$ cat src/rtl/adc_mv_pkg.sv
package adc_mv_pkg;

    localparam int CODE_W    = 12;
    localparam int CHAN_W    = 5;
    localparam int TRIM_W    = 8;
    localparam int PT_W      = 16;
    localparam int RATIO_W   = 16;

    // line voltages in millivolts
    localparam int HI_V0     = 4200;
    localparam int HI_V1     = 3600;
    localparam int LO_V0     = 1000;
    localparam int LO_V1     = 100;

    // nominal codes used by the trim rebuild
    localparam int HI_NOM0   = 856;
    localparam int HI_NOM1   = 733;
    localparam int LO_NOM0   = 833;
    localparam int LO_NOM1   = 80;

    // untrimmed code points
    localparam int HI_DEF0   = 3310;
    localparam int HI_DEF1   = 2832;
    localparam int LO_DEF0   = 3413;
    localparam int LO_DEF1   = 341;

    localparam int TRIM_BIAS = 128;
    localparam int TRIM_GAIN = 4;

    typedef logic signed [PT_W-1:0] pt_t;

    typedef struct packed {
        pt_t a0;
        pt_t a1;
    } line_pts_t;

    typedef struct packed {
        logic [RATIO_W-1:0] num;
        logic [RATIO_W-1:0] den;
    } ratio_t;

    typedef enum logic [2:0] {
        ST_IDLE,
        ST_PREP,
        ST_DIV_LINE,
        ST_SUM,
        ST_DIV_RATIO,
        ST_DONE
    } conv_state_t;

    function automatic pt_t trim_point(input logic [TRIM_W-1:0] b, input int nominal);
        int t;
        t = (int'(b) + nominal - TRIM_BIAS) * TRIM_GAIN;
        return pt_t'(t);
    endfunction

    function automatic int line_v0(input logic hi);
        return hi ? HI_V0 : LO_V0;
    endfunction

    function automatic int line_v1(input logic hi);
        return hi ? HI_V1 : LO_V1;
    endfunction

endpackage

$ cat src/rtl/adc_mv_trim_store.sv
module adc_mv_trim_store
    import adc_mv_pkg::*;
(
    input  logic                  clk,
    input  logic                  rst_n,
    input  logic                  cfg_valid,
    input  logic                  cfg_line,
    input  logic [2*TRIM_W-1:0]   cfg_trim,
    output line_pts_t             lo_pts,
    output line_pts_t             hi_pts
);

    for (genvar g = 0; g < 2; g++) begin : g_line
        localparam logic SEL  = (g == 1);
        localparam int   NOM0 = (g == 1) ? HI_NOM0 : LO_NOM0;
        localparam int   NOM1 = (g == 1) ? HI_NOM1 : LO_NOM1;
        localparam int   DEF0 = (g == 1) ? HI_DEF0 : LO_DEF0;
        localparam int   DEF1 = (g == 1) ? HI_DEF1 : LO_DEF1;

        line_pts_t pts_q;

        always_ff @(posedge clk or negedge rst_n) begin
            if (!rst_n) begin
                pts_q.a0 <= pt_t'(DEF0);
                pts_q.a1 <= pt_t'(DEF1);
            end else if (cfg_valid && (cfg_line == SEL)) begin
                pts_q.a0 <= trim_point(cfg_trim[TRIM_W-1:0], NOM0);
                pts_q.a1 <= trim_point(cfg_trim[2*TRIM_W-1:TRIM_W], NOM1);
            end
        end
    end

    assign lo_pts = g_line[0].pts_q;
    assign hi_pts = g_line[1].pts_q;

endmodule

$ cat src/rtl/adc_mv_ratio_lut.sv
module adc_mv_ratio_lut
    import adc_mv_pkg::*;
(
    input  logic [CHAN_W-1:0] chan,
    input  logic              scale,
    output ratio_t            ratio
);

    always_comb begin
        ratio.num = RATIO_W'(1);
        ratio.den = RATIO_W'(1);
        case (chan)
            CHAN_W'(1), CHAN_W'(2), CHAN_W'(3), CHAN_W'(4): begin
                if (scale) begin
                    ratio.num = RATIO_W'(400);
                    ratio.den = RATIO_W'(1025);
                end
            end
            CHAN_W'(5): begin
                ratio.num = RATIO_W'(7);
                ratio.den = RATIO_W'(29);
            end
            CHAN_W'(6): begin
                ratio.num = RATIO_W'(375);
                ratio.den = RATIO_W'(9000);
            end
            CHAN_W'(7), CHAN_W'(8): begin
                if (scale) begin
                    ratio.num = RATIO_W'(100);
                    ratio.den = RATIO_W'(125);
                end
            end
            CHAN_W'(19): begin
                ratio.num = RATIO_W'(1);
                ratio.den = RATIO_W'(3);
            end
            default: begin
                ratio.num = RATIO_W'(1);
                ratio.den = RATIO_W'(1);
            end
        endcase
    end

endmodule

$ cat src/rtl/adc_mv_restoring_div.sv
module adc_mv_restoring_div #(
    parameter int W = 32
) (
    input  logic         clk,
    input  logic         rst_n,
    input  logic         start,
    input  logic [W-1:0] dividend,
    input  logic [W-1:0] divisor,
    output logic [W-1:0] quot,
    output logic         done
);

    localparam int CNT_W = $clog2(W + 1);

    logic [W-1:0]     rem_q;
    logic [W-1:0]     quo_q;
    logic [W-1:0]     dvs_q;
    logic [CNT_W-1:0] cnt_q;
    logic             busy_q;

    logic [W:0]       shifted;
    logic             fits;
    logic [W-1:0]     rem_next;
    logic [W-1:0]     quo_next;

    always_comb begin
        shifted  = {rem_q, quo_q[W-1]};
        fits     = (shifted >= {1'b0, dvs_q});
        rem_next = fits ? (shifted[W-1:0] - dvs_q) : shifted[W-1:0];
        quo_next = {quo_q[W-2:0], fits};
    end

    always_ff @(posedge clk or negedge rst_n) begin
        if (!rst_n) begin
            rem_q  <= '0;
            quo_q  <= '0;
            dvs_q  <= '0;
            cnt_q  <= '0;
            busy_q <= 1'b0;
            done   <= 1'b0;
        end else begin
            done <= 1'b0;
            if (start) begin
                rem_q  <= '0;
                quo_q  <= dividend;
                dvs_q  <= divisor;
                cnt_q  <= CNT_W'(W);
                busy_q <= 1'b1;
            end else if (busy_q) begin
                rem_q <= rem_next;
                quo_q <= quo_next;
                cnt_q <= cnt_q - CNT_W'(1);
                if (cnt_q == CNT_W'(1)) begin
                    busy_q <= 1'b0;
                    done   <= 1'b1;
                end
            end
        end
    end

    assign quot = quo_q;

endmodule

$ cat src/rtl/adc_mv_converter.sv
module adc_mv_converter
    import adc_mv_pkg::*;
#(
    parameter int DIV_W = 32
) (
    input  logic                clk,
    input  logic                rst_n,
    input  logic                req_valid,
    output logic                req_ready,
    input  logic [CODE_W-1:0]   req_code,
    input  logic [CHAN_W-1:0]   req_chan,
    input  logic                req_scale,
    output logic                res_valid,
    input  logic                res_ready,
    output logic [DIV_W-1:0]    res_mv,
    input  logic                cfg_valid,
    input  logic                cfg_line,
    input  logic [2*TRIM_W-1:0] cfg_trim
);

    localparam int PAD_W = DIV_W - CODE_W;

    conv_state_t state_q, state_d;

    line_pts_t lo_pts, hi_pts;
    ratio_t    req_ratio;

    // captured request
    logic [CODE_W-1:0] code_q;
    logic              hi_q;
    logic              direct_q;
    pt_t               a0_q, a1_q;
    ratio_t            ratio_q;
    logic              neg_q, zero_q;
    logic [DIV_W-1:0]  quo_q;
    logic [DIV_W-1:0]  res_q;

    // arithmetic
    logic signed [DIV_W-1:0] span_s, offs_s, prod_s, dvsr_s;
    logic        [DIV_W-1:0] prod_mag, dvsr_mag;
    logic signed [DIV_W-1:0] q_s, sum_s;
    logic        [DIV_W-1:0] volt_u, ratio_dividend;

    // shared divider
    logic             div_start, div_done;
    logic [DIV_W-1:0] div_dividend, div_divisor, div_quot;

    logic accept;

    adc_mv_trim_store u_trim (
        .clk       (clk),
        .rst_n     (rst_n),
        .cfg_valid (cfg_valid),
        .cfg_line  (cfg_line),
        .cfg_trim  (cfg_trim),
        .lo_pts    (lo_pts),
        .hi_pts    (hi_pts)
    );

    adc_mv_ratio_lut u_lut (
        .chan  (req_chan),
        .scale (req_scale),
        .ratio (req_ratio)
    );

    adc_mv_restoring_div #(.W(DIV_W)) u_div (
        .clk      (clk),
        .rst_n    (rst_n),
        .start    (div_start),
        .dividend (div_dividend),
        .divisor  (div_divisor),
        .quot     (div_quot),
        .done     (div_done)
    );

    assign accept = (state_q == ST_IDLE) && req_valid;

    // interpolation operands and result
    always_comb begin
        span_s   = DIV_W'(line_v0(hi_q) - line_v1(hi_q));
        offs_s   = $signed({{PAD_W{1'b0}}, code_q}) - DIV_W'(a1_q);
        prod_s   = span_s * offs_s;
        dvsr_s   = DIV_W'(a0_q) - DIV_W'(a1_q);
        prod_mag = prod_s[DIV_W-1] ? DIV_W'(-prod_s) : prod_s;
        dvsr_mag = dvsr_s[DIV_W-1] ? DIV_W'(-dvsr_s) : dvsr_s;

        q_s   = neg_q ? -$signed(quo_q) : $signed(quo_q);
        sum_s = (zero_q ? '0 : q_s) + DIV_W'(line_v1(hi_q));
        volt_u = sum_s[DIV_W-1] ? '0 : sum_s;
        ratio_dividend = volt_u * DIV_W'(ratio_q.den) + DIV_W'(ratio_q.num >> 1);
    end

    // next state
    always_comb begin
        state_d = state_q;
        unique case (state_q)
            ST_IDLE:      if (req_valid) state_d = ST_PREP;
            ST_PREP:      state_d = ST_DIV_LINE;
            ST_DIV_LINE:  if (div_done) state_d = ST_SUM;
            ST_SUM:       state_d = direct_q ? ST_DONE : ST_DIV_RATIO;
            ST_DIV_RATIO: if (div_done) state_d = ST_DONE;
            ST_DONE:      if (res_ready) state_d = ST_IDLE;
            default:      state_d = ST_IDLE;
        endcase
    end

    // state register
    always_ff @(posedge clk or negedge rst_n) begin
        if (!rst_n) state_q <= ST_IDLE;
        else        state_q <= state_d;
    end

    // datapath registers
    always_ff @(posedge clk or negedge rst_n) begin
        if (!rst_n) begin
            code_q   <= '0;
            hi_q     <= 1'b0;
            direct_q <= 1'b0;
            a0_q     <= '0;
            a1_q     <= '0;
            ratio_q  <= '0;
            neg_q    <= 1'b0;
            zero_q   <= 1'b0;
            quo_q    <= '0;
            res_q    <= '0;
        end else begin
            if (accept) begin
                code_q   <= req_code;
                hi_q     <= (req_chan == CHAN_W'(5));
                direct_q <= (req_chan == CHAN_W'(5)) || (req_chan == CHAN_W'(1));
                a0_q     <= (req_chan == CHAN_W'(5)) ? hi_pts.a0 : lo_pts.a0;
                a1_q     <= (req_chan == CHAN_W'(5)) ? hi_pts.a1 : lo_pts.a1;
                ratio_q  <= req_ratio;
            end
            if (state_q == ST_PREP) begin
                neg_q  <= prod_s[DIV_W-1] ^ dvsr_s[DIV_W-1];
                zero_q <= (dvsr_s == '0);
            end
            if ((state_q == ST_DIV_LINE) && div_done) quo_q <= div_quot;
            if ((state_q == ST_SUM) && direct_q)      res_q <= volt_u;
            if ((state_q == ST_DIV_RATIO) && div_done) res_q <= div_quot;
        end
    end

    // outputs
    always_comb begin
        req_ready    = (state_q == ST_IDLE);
        res_valid    = (state_q == ST_DONE);
        div_start    = (state_q == ST_PREP) || ((state_q == ST_SUM) && !direct_q);
        div_dividend = (state_q == ST_PREP) ? prod_mag : ratio_dividend;
        div_divisor  = (state_q == ST_PREP) ? dvsr_mag : DIV_W'(ratio_q.num);
        res_mv       = res_q;
    end

endmodule

$ cat config.mk
export PLATFORM = sky130hd
export DESIGN_NAME = adc_mv_converter
export DESIGN_NICKNAME = d
export VERILOG_FILES = /design/src/rtl/adc_mv_pkg.sv /design/src/rtl/adc_mv_trim_store.sv /design/src/rtl/adc_mv_ratio_lut.sv /design/src/rtl/adc_mv_restoring_div.sv /design/src/rtl/adc_mv_converter.sv
export SDC_FILE = /design/constraint.sdc
export NUM_CORES = 2
export LEC_CHECK = 0
export CAP_MARGIN = 20
export CORE_UTILIZATION = 63
export CTS_BUF_LIST = sky130_fd_sc_hd__clkbuf_2 sky130_fd_sc_hd__clkbuf_4 sky130_fd_sc_hd__clkbuf_8
export CTS_CLUSTER_SIZE = 14
export DETAILED_ROUTE_END_ITERATION = 8
export DONT_BUFFER_PORTS = 1
export PLACE_DENSITY_LB_ADDON = 0.25
export SLEW_MARGIN = 20
export SYNTH_ARGS = -nofsm -noshare
export SYNTH_HDL_FRONTEND = slang
export SYNTH_SLANG_ARGS = --single-unit
export TNS_END_PERCENT = 20
$ cat constraint.sdc
create_clock -name clk -period 15.5 [get_ports clk]
set_input_delay 3.1 -clock clk [delete_from_list [all_inputs] [get_ports clk]]
set_output_delay 3.1 -clock clk [all_outputs]
set_load 0.02 [all_outputs]
**Word-level counts from Yosys, hierarchy flattened**

Index checks and enable logic that the tools add are counted.

- Bits in registers: 310
- Logic and storage cells: 116
- Output and inout bits: 34

- Mux-type cells: 35
- Add/sub/neg operators: 18
- Reductions and logical operators: 17
- Equality and inequality tests: 19
- Multipliers: 2
- Order comparisons: 1
- Bitwise operators: 2

Operator list:

| kind | count |
|---|---|
| $mux W32 | 13 |
| $pmux W32 S5 | 1 |
| $neg A32 Y32 | 2 |
| $sub A14 B9 Y14 const B | 4 |
| $add A8 B10 Y11 const B | 3 |
| $ge A33 B32 Y1 | 1 |
| $add A32 B12 Y32 | 1 |
| $add A32 B15 Y32 | 1 |
| $logic_not A32 Y1 | 1 |
| $mul A31 B16 Y32 | 1 |
| $mul A32 B17 Y32 | 1 |
| $mux W16 | 2 |
| $neg A17 Y32 | 1 |
| $sub A14 B32 Y32 | 1 |
| $sub A32 B32 Y32 | 1 |
| $mux W31 | 1 |
| $mux W25 | 1 |
| $mux W23 | 1 |
| $eq A5 B3 Y1 const B | 4 |
| $pmux W3 S6 | 1 |
| $sub A13 B16 Y17 | 1 |
| $sub A16 B16 Y17 | 1 |
| $mux W13 | 1 |
| $mux W12 | 1 |
| other kinds (25) | 48 |

**Longest topological paths before layout**

- Depth in word-level cells: 9
- Depth in mapped cells: 45
- Depth with buffers taken out: 43

**Hierarchy**

Synthesis repeated with hierarchy kept, for this count alone.

- Cells, all modules: 4286
- Area total of the unflattened synthesis: 36824.1 um^2

Modules (own cells, without submodules):

| module | sequential area each (um^2) | times used | cells each | area an instance (um^2) |
|---|---|---|---|---|
| adc_mv_converter | 3678.5 | 1 | 3279 | 27755.4 |
| adc_mv_restoring_div | 2602.5 | 1 | 732 | 6548.8 |
| adc_mv_trim_store | 1027.2 | 1 | 212 | 2108.3 |
| adc_mv_ratio_lut | 0.0 | 1 | 63 | 411.6 |

**Least setup slack after synthesis**

No wires, ideal clock.

- Path type: reg2reg
- Start point: register neg_q
- End point: register u_div.quo_q[30], in the netlist u_div.quot[30]
- Path slack: 5075 ps
- Cell stages (with the launch flop): 42
- Arrival time: 10303 ps
- Data required time: 15378 ps
- Buffers on the path: 6
- Cell sequence: dfrtp_1 > clkbuf_1 > clkbuf_1 > clkbuf_1 > inv_1 > or3_1 > a21oi_1 > ha_1 > nand2_1 > o31a_1 > o21a_1 > o311ai_4 > nand4_4 > nor4b_2 > xnor2_1 > buf_6 > clkbuf_1 > clkbuf_1 > [... 6 more ...] > fa_1 > fa_1 > inv_1 > fa_1 > inv_1 > ha_1 > o21a_1 > o21ai_0 > a21boi_0 > and2_1 > a31oi_1 > o211ai_1 > a31o_2 > a21oi_1 > o21ai_0 > a2111o_1 > a21oi_1 > nor3_1

- Word-level cells in the longest chain between the ends: 8

RTL lines:

| what | line | RTL |
|---|---|---|
| start: declaration | adc_mv_converter.sv:34 | `logic neg_q, zero_q;` |
| start signal: assignment | adc_mv_converter.sv:136 | `neg_q <= prod_s[DIV_W-1] ^ dvsr_s[DIV_W-1];` |
| $mux W32 | adc_mv_converter.sv:87 | `q_s = neg_q ? -$signed(quo_q) : $signed(quo_q);` |
| $mux W32 | adc_mv_converter.sv:88 | `sum_s = (zero_q ? '0 : q_s) + DIV_W'(line_v1(hi_q));` |
| $add A32 B12 Y32 | adc_mv_converter.sv:88 |  |
| $mux W31 | adc_mv_converter.sv:89 | `volt_u = sum_s[DIV_W-1] ? '0 : sum_s;` |
| $mul A31 B16 Y32 | adc_mv_converter.sv:90 | `ratio_dividend = volt_u * DIV_W'(ratio_q.den) + DIV_W'(ratio_q.num >> 1);` |
| $add A32 B15 Y32 | adc_mv_converter.sv:90 |  |
| $mux W32 | adc_mv_converter.sv:150 | `div_dividend = (state_q == ST_PREP) ? prod_mag : ratio_dividend;` |
| $mux W32 | adc_mv_restoring_div.sv:43 | `if (start) begin` |
| end signal: assignment | adc_mv_restoring_div.sv:45 | `quo_q <= dividend;` |
| end signal: assignment | adc_mv_restoring_div.sv:51 | `quo_q <= quo_next;` |
| end: declaration | adc_mv_restoring_div.sv:16 | `logic [W-1:0] quo_q;` |

No other way between the ends.
A chain may end at the register's enable or synchronous reset.

**Worst setup path in the final report**

- Start point: register quo_q[3]
- End point: register u_div.quo_q[30], in the netlist u_div.quot[30]

- Word-level cells in the longest chain between the ends: 9

RTL lines:

| what | line | RTL |
|---|---|---|
| start: declaration | adc_mv_converter.sv:35 | `logic [DIV_W-1:0] quo_q;` |
| start signal: assignment | adc_mv_converter.sv:139 | `if ((state_q == ST_DIV_LINE) && div_done) quo_q <= div_quot;` |
| $neg A32 Y32 | adc_mv_converter.sv:87 |  |
| $mux W32 (*) | adc_mv_converter.sv:87 |  |
| $mux W32 (*) | adc_mv_converter.sv:88 |  |
| $add A32 B12 Y32 (*) | adc_mv_converter.sv:88 |  |
| $mux W31 (*) | adc_mv_converter.sv:89 |  |
| $mul A31 B16 Y32 (*) | adc_mv_converter.sv:90 |  |
| $add A32 B15 Y32 (*) | adc_mv_converter.sv:90 |  |
| $mux W32 (*) | adc_mv_converter.sv:150 |  |
| $mux W32 (*) | adc_mv_restoring_div.sv:43 |  |

Mark *: on every way between the ends. The rest lies on a longest branch, timed or not.

==> results.txt <==
----------------------------------------------------
[Clock network]
  Total setup buffers inserted after CTS ... 0
  Post-cts hold buffer count ... 0
  Cts repair resizes ... 0
  Number of clock sinks ... 272
  Clock Path Buffers ... 3
  Number of levels the H-tree was split into ... 2
  Clock insertion delay at the later pin of the skew report ... 0.65 ns
  Root Driver ... sky130_fd_sc_hd__clkbuf_8
  Clock-pin transition on the worst setup and hold timing paths ... 0.07 ns
  Number of CTS-inserted buffers ... 48
  CTS tree ... yes

[Floorplanning]
  Initial core utilization ... 64.2%
  Num ports ... 74
  Die Span Y ... 226 um
  Width of the chip ... 226 um
  Total Die Area ... 51,100 um2
  Placement row count ... 81
  Area inside the core boundary ... 49,300 um2

[Final layout]
  Final-layout fill cell count ... 4,000
  Fraction of layout cells with a size suffix above 1 ... 6.49%
  Most common library cell in the layout ignoring fill and taps ... sky130_fd_sc_hd__inv_1
  Final non-filler cell area ... 33,300 um2
  Number of diodes ... 0
  Syn-to-layout area delta ... 5.40%
  Highest-count cells in the layout ignoring fill and taps ... sky130_fd_sc_hd__inv_1, sky130_fd_sc_hd__ha_1, sky130_fd_sc_hd__nand2_1, sky130_fd_sc_hd__fa_1, sky130_fd_sc_hd__dfrtp_1
  Layout Nets ... 4,225

[Timing]
  Final hold violations ... 0
  Setup total negative slack ... 0 ns
  Max transition margin ... 16.5%
  Max-slew violation count ... 0
  Final setup fails ... 0
  Unrepaired setup endpoints after global routing ... false
  Final clock period utilization by the worst path ... 75.0%
  Worst-case clock skew ... 0.0444 ns
  Max frequency ... 86.1 MHz
  Least-Margin Pin Slew ... 1.24 ns
  Minimum clock period after layout ... 11.62 ns

[Synth]
  Synth Flop Type ... sky130_fd_sc_hd__dfrtp_1
  Post-synthesis instance area ... 31,600 um2
  Gate count of the mapped netlist ... 3,612
  Total of flip-flops plus latches after synthesis ... 272
  Multiplexer fraction of the synthesized cell area ... 3.68%
  Number of warnings issued by yosys ... 0
  Xor and xnor area share after synthesis ... 5.82%
  Sequential area share after synthesis ... 21.6%
  Count of unique library cells instantiated by Yosys ... 86
  Fraction of synthesis flops using an asynchronous set or reset pin ... 100%
  Fraction of the mapped netlist area in compound gates ... 12.8%
  Count of flip-flops with a built-in enable after synthesis ... 0
  Post-Synth Simple-Gate Area ... 14.8%
  Area share of fa/ha/maj cells after synthesis ... 31.9%
  Combinational family with the most area after synthesis ... adder cells
  Average instance area after synthesis ... 8.75 um2

[Critical path]
  Master of the slowest instance on the critical path ... sky130_fd_sc_hd__or3_1
  Depth of the worst register-to-register path ... 37
  R2R setup slack ... 3.88 ns
  Most frequent CP cell ... sky130_fd_sc_hd__fa_1
  Highest cell delay on the worst timing path ... 0.56 ns
  Top fanout value on the critical path ... 38
  Critical path arrival ... 12.14 ns
  Critical Setup Path Class ... reg -> reg
  Type of element launching the critical path ... register
  Number of stages on the worst setup path ... 37
  Critical path capture point type ... register
  Required time reported for the critical path endpoint ... 16.02 ns
  Worst path top cell family by delay ... adder cells
  Bufs and invs on worst path ... 5

[Global routing]
  Global-route wire length before repair ... 136 mm
  Pin count of the biggest net entering global routing ... 273
  Total gr overflow ... 0
  Number of antenna violations at the first check in global routing ... 2
  GR Util All Layers ... 34.0%
  Via count of the first global-routing pass ... 25,846

[Worst hold path]
  Cells on Worst Hold Path ... 2
  Class of the tightest hold or removal check ... reg -> reg

[Detailed routing]
  Total iterations of the first detailed-routing run ... 6
  Initial DRC Count ... 2,159
  DRT antenna net count ... 0
  Total Wirelength ... 84.5 mm
  DR vias/cell ... 5.96
  Drt drc ... 0
  Vias ... 25,337
  DR WL/cell ... 19.9 um

[Place]
  Detailed Place HPWL ... 64.5 mm
  Cell area reported after detailed placement ... 32,100 um2
  Routability-driven placement congestion ratio ... 1.01
  Port-buffer cells ... 0

[Run]
  Max-capacitance violation count ... 0

[Status]
  Outcome ... completed

----------------------------------------------------
[worst min-delay path: stages (launching register included)]
cell and delay (ns):
sky130_fd_sc_hd__dfrtp_1 0.35, sky130_fd_sc_hd__nand2_1 0.05, sky130_fd_sc_hd__nand2_1 0.05
[registers in the layout (all words and copies together) (netlist names), 12 cells and up]
| signal | flops |
|---|---|
| u_div.rem_q | 32 |
| code_q | 12 |
| u_trim.lo_pts | 24 |
| quo_q | 32 |
| res_mv | 32 |
| u_trim.hi_pts | 24 |
| u_div.dvs_q | 32 |
| u_div.quot | 32 |
| a0_q | 15 |
[stage by stage]
stage                     util (%)  setup slack (ns)  std cells  hold slack (ns)
after floorplan                  -              5.07       3620            0.443
after global placement        65.3              4.32       4165            0.461
after detailed placement      65.3              3.96       4165            0.468
after CTS                     67.6              3.90       4252            0.481
after global routing          67.7              3.23       4253            0.496
final                         67.7              3.88       4253            0.479
[Yosys cell counts, drive strengths merged (51+ instances only)]
| master | count | area share (%) |
|---|---|---|
| and3 | 82 | 1.6 |
| nor3 | 58 | 0.92 |
| mux2 | 51 | 1.8 |
| mux2i | 59 | 1.9 |
| fa | 287 | 18 |
| a21oi | 141 | 2.2 |
| ha | 346 | 14 |
| o21ai | 193 | 3.1 |
| xnor2 | 121 | 3.4 |
| clkbuf | 122 | 1.4 |
| nor2 | 243 | 2.9 |
| inv | 639 | 7.6 |
| and2 | 58 | 1.1 |
| dfrtp | 249 | 20 |
| xor2 | 84 | 2.3 |
| nand2 | 317 | 3.8 |
[path summary, 6_finish.rpt]
check | startpoint | end
min reg2reg | a0_q[0] | a0_q[0]
max | quo_q[3] | u_div.quot[30]
max in group asynchronous | rst_n | u_div.rem_q[9]
min | a0_q[0] | a0_q[0]
min in group asynchronous | rst_n | u_div.rem_q[24]
max reg2reg | quo_q[3] | u_div.quot[30]
[cell type report]
type                            count  area, um2  share of cell area [%]
Tap cell                          664        831                    2.49
Sequential cell                   272       6840                    20.5
Multi-Input combinational cell   2564      21900                    65.7
Timing Repair Buffer               26        215                   0.646
Clock inverter                     17        241                   0.725
Inverter                          640       2400                    7.21
Clock buffer                       70        907                    2.72
[cells by family after synthesis]
group | Yosys count
and+or+nand+nor | 973
AOI/OAI and AO/OA | 631
muxes | 110
adders and majority gates | 633
other | 2
buffers and inverters | 784
xor gates and xnor gates | 207
DFF | 272
[routing by layer]
layer  global-route usage (%)  wire length, um  vias up
li1                         -                -    11748
met1                     45.1            35200    12415
met2                     54.9            38700      975
met3                     6.80             7320      197
met4                     13.1             3210        2
met5                        0                8        -
Power is not shown: default switching activity piles up to over one toggle a cycle in this logic, so the estimate is an artifact.
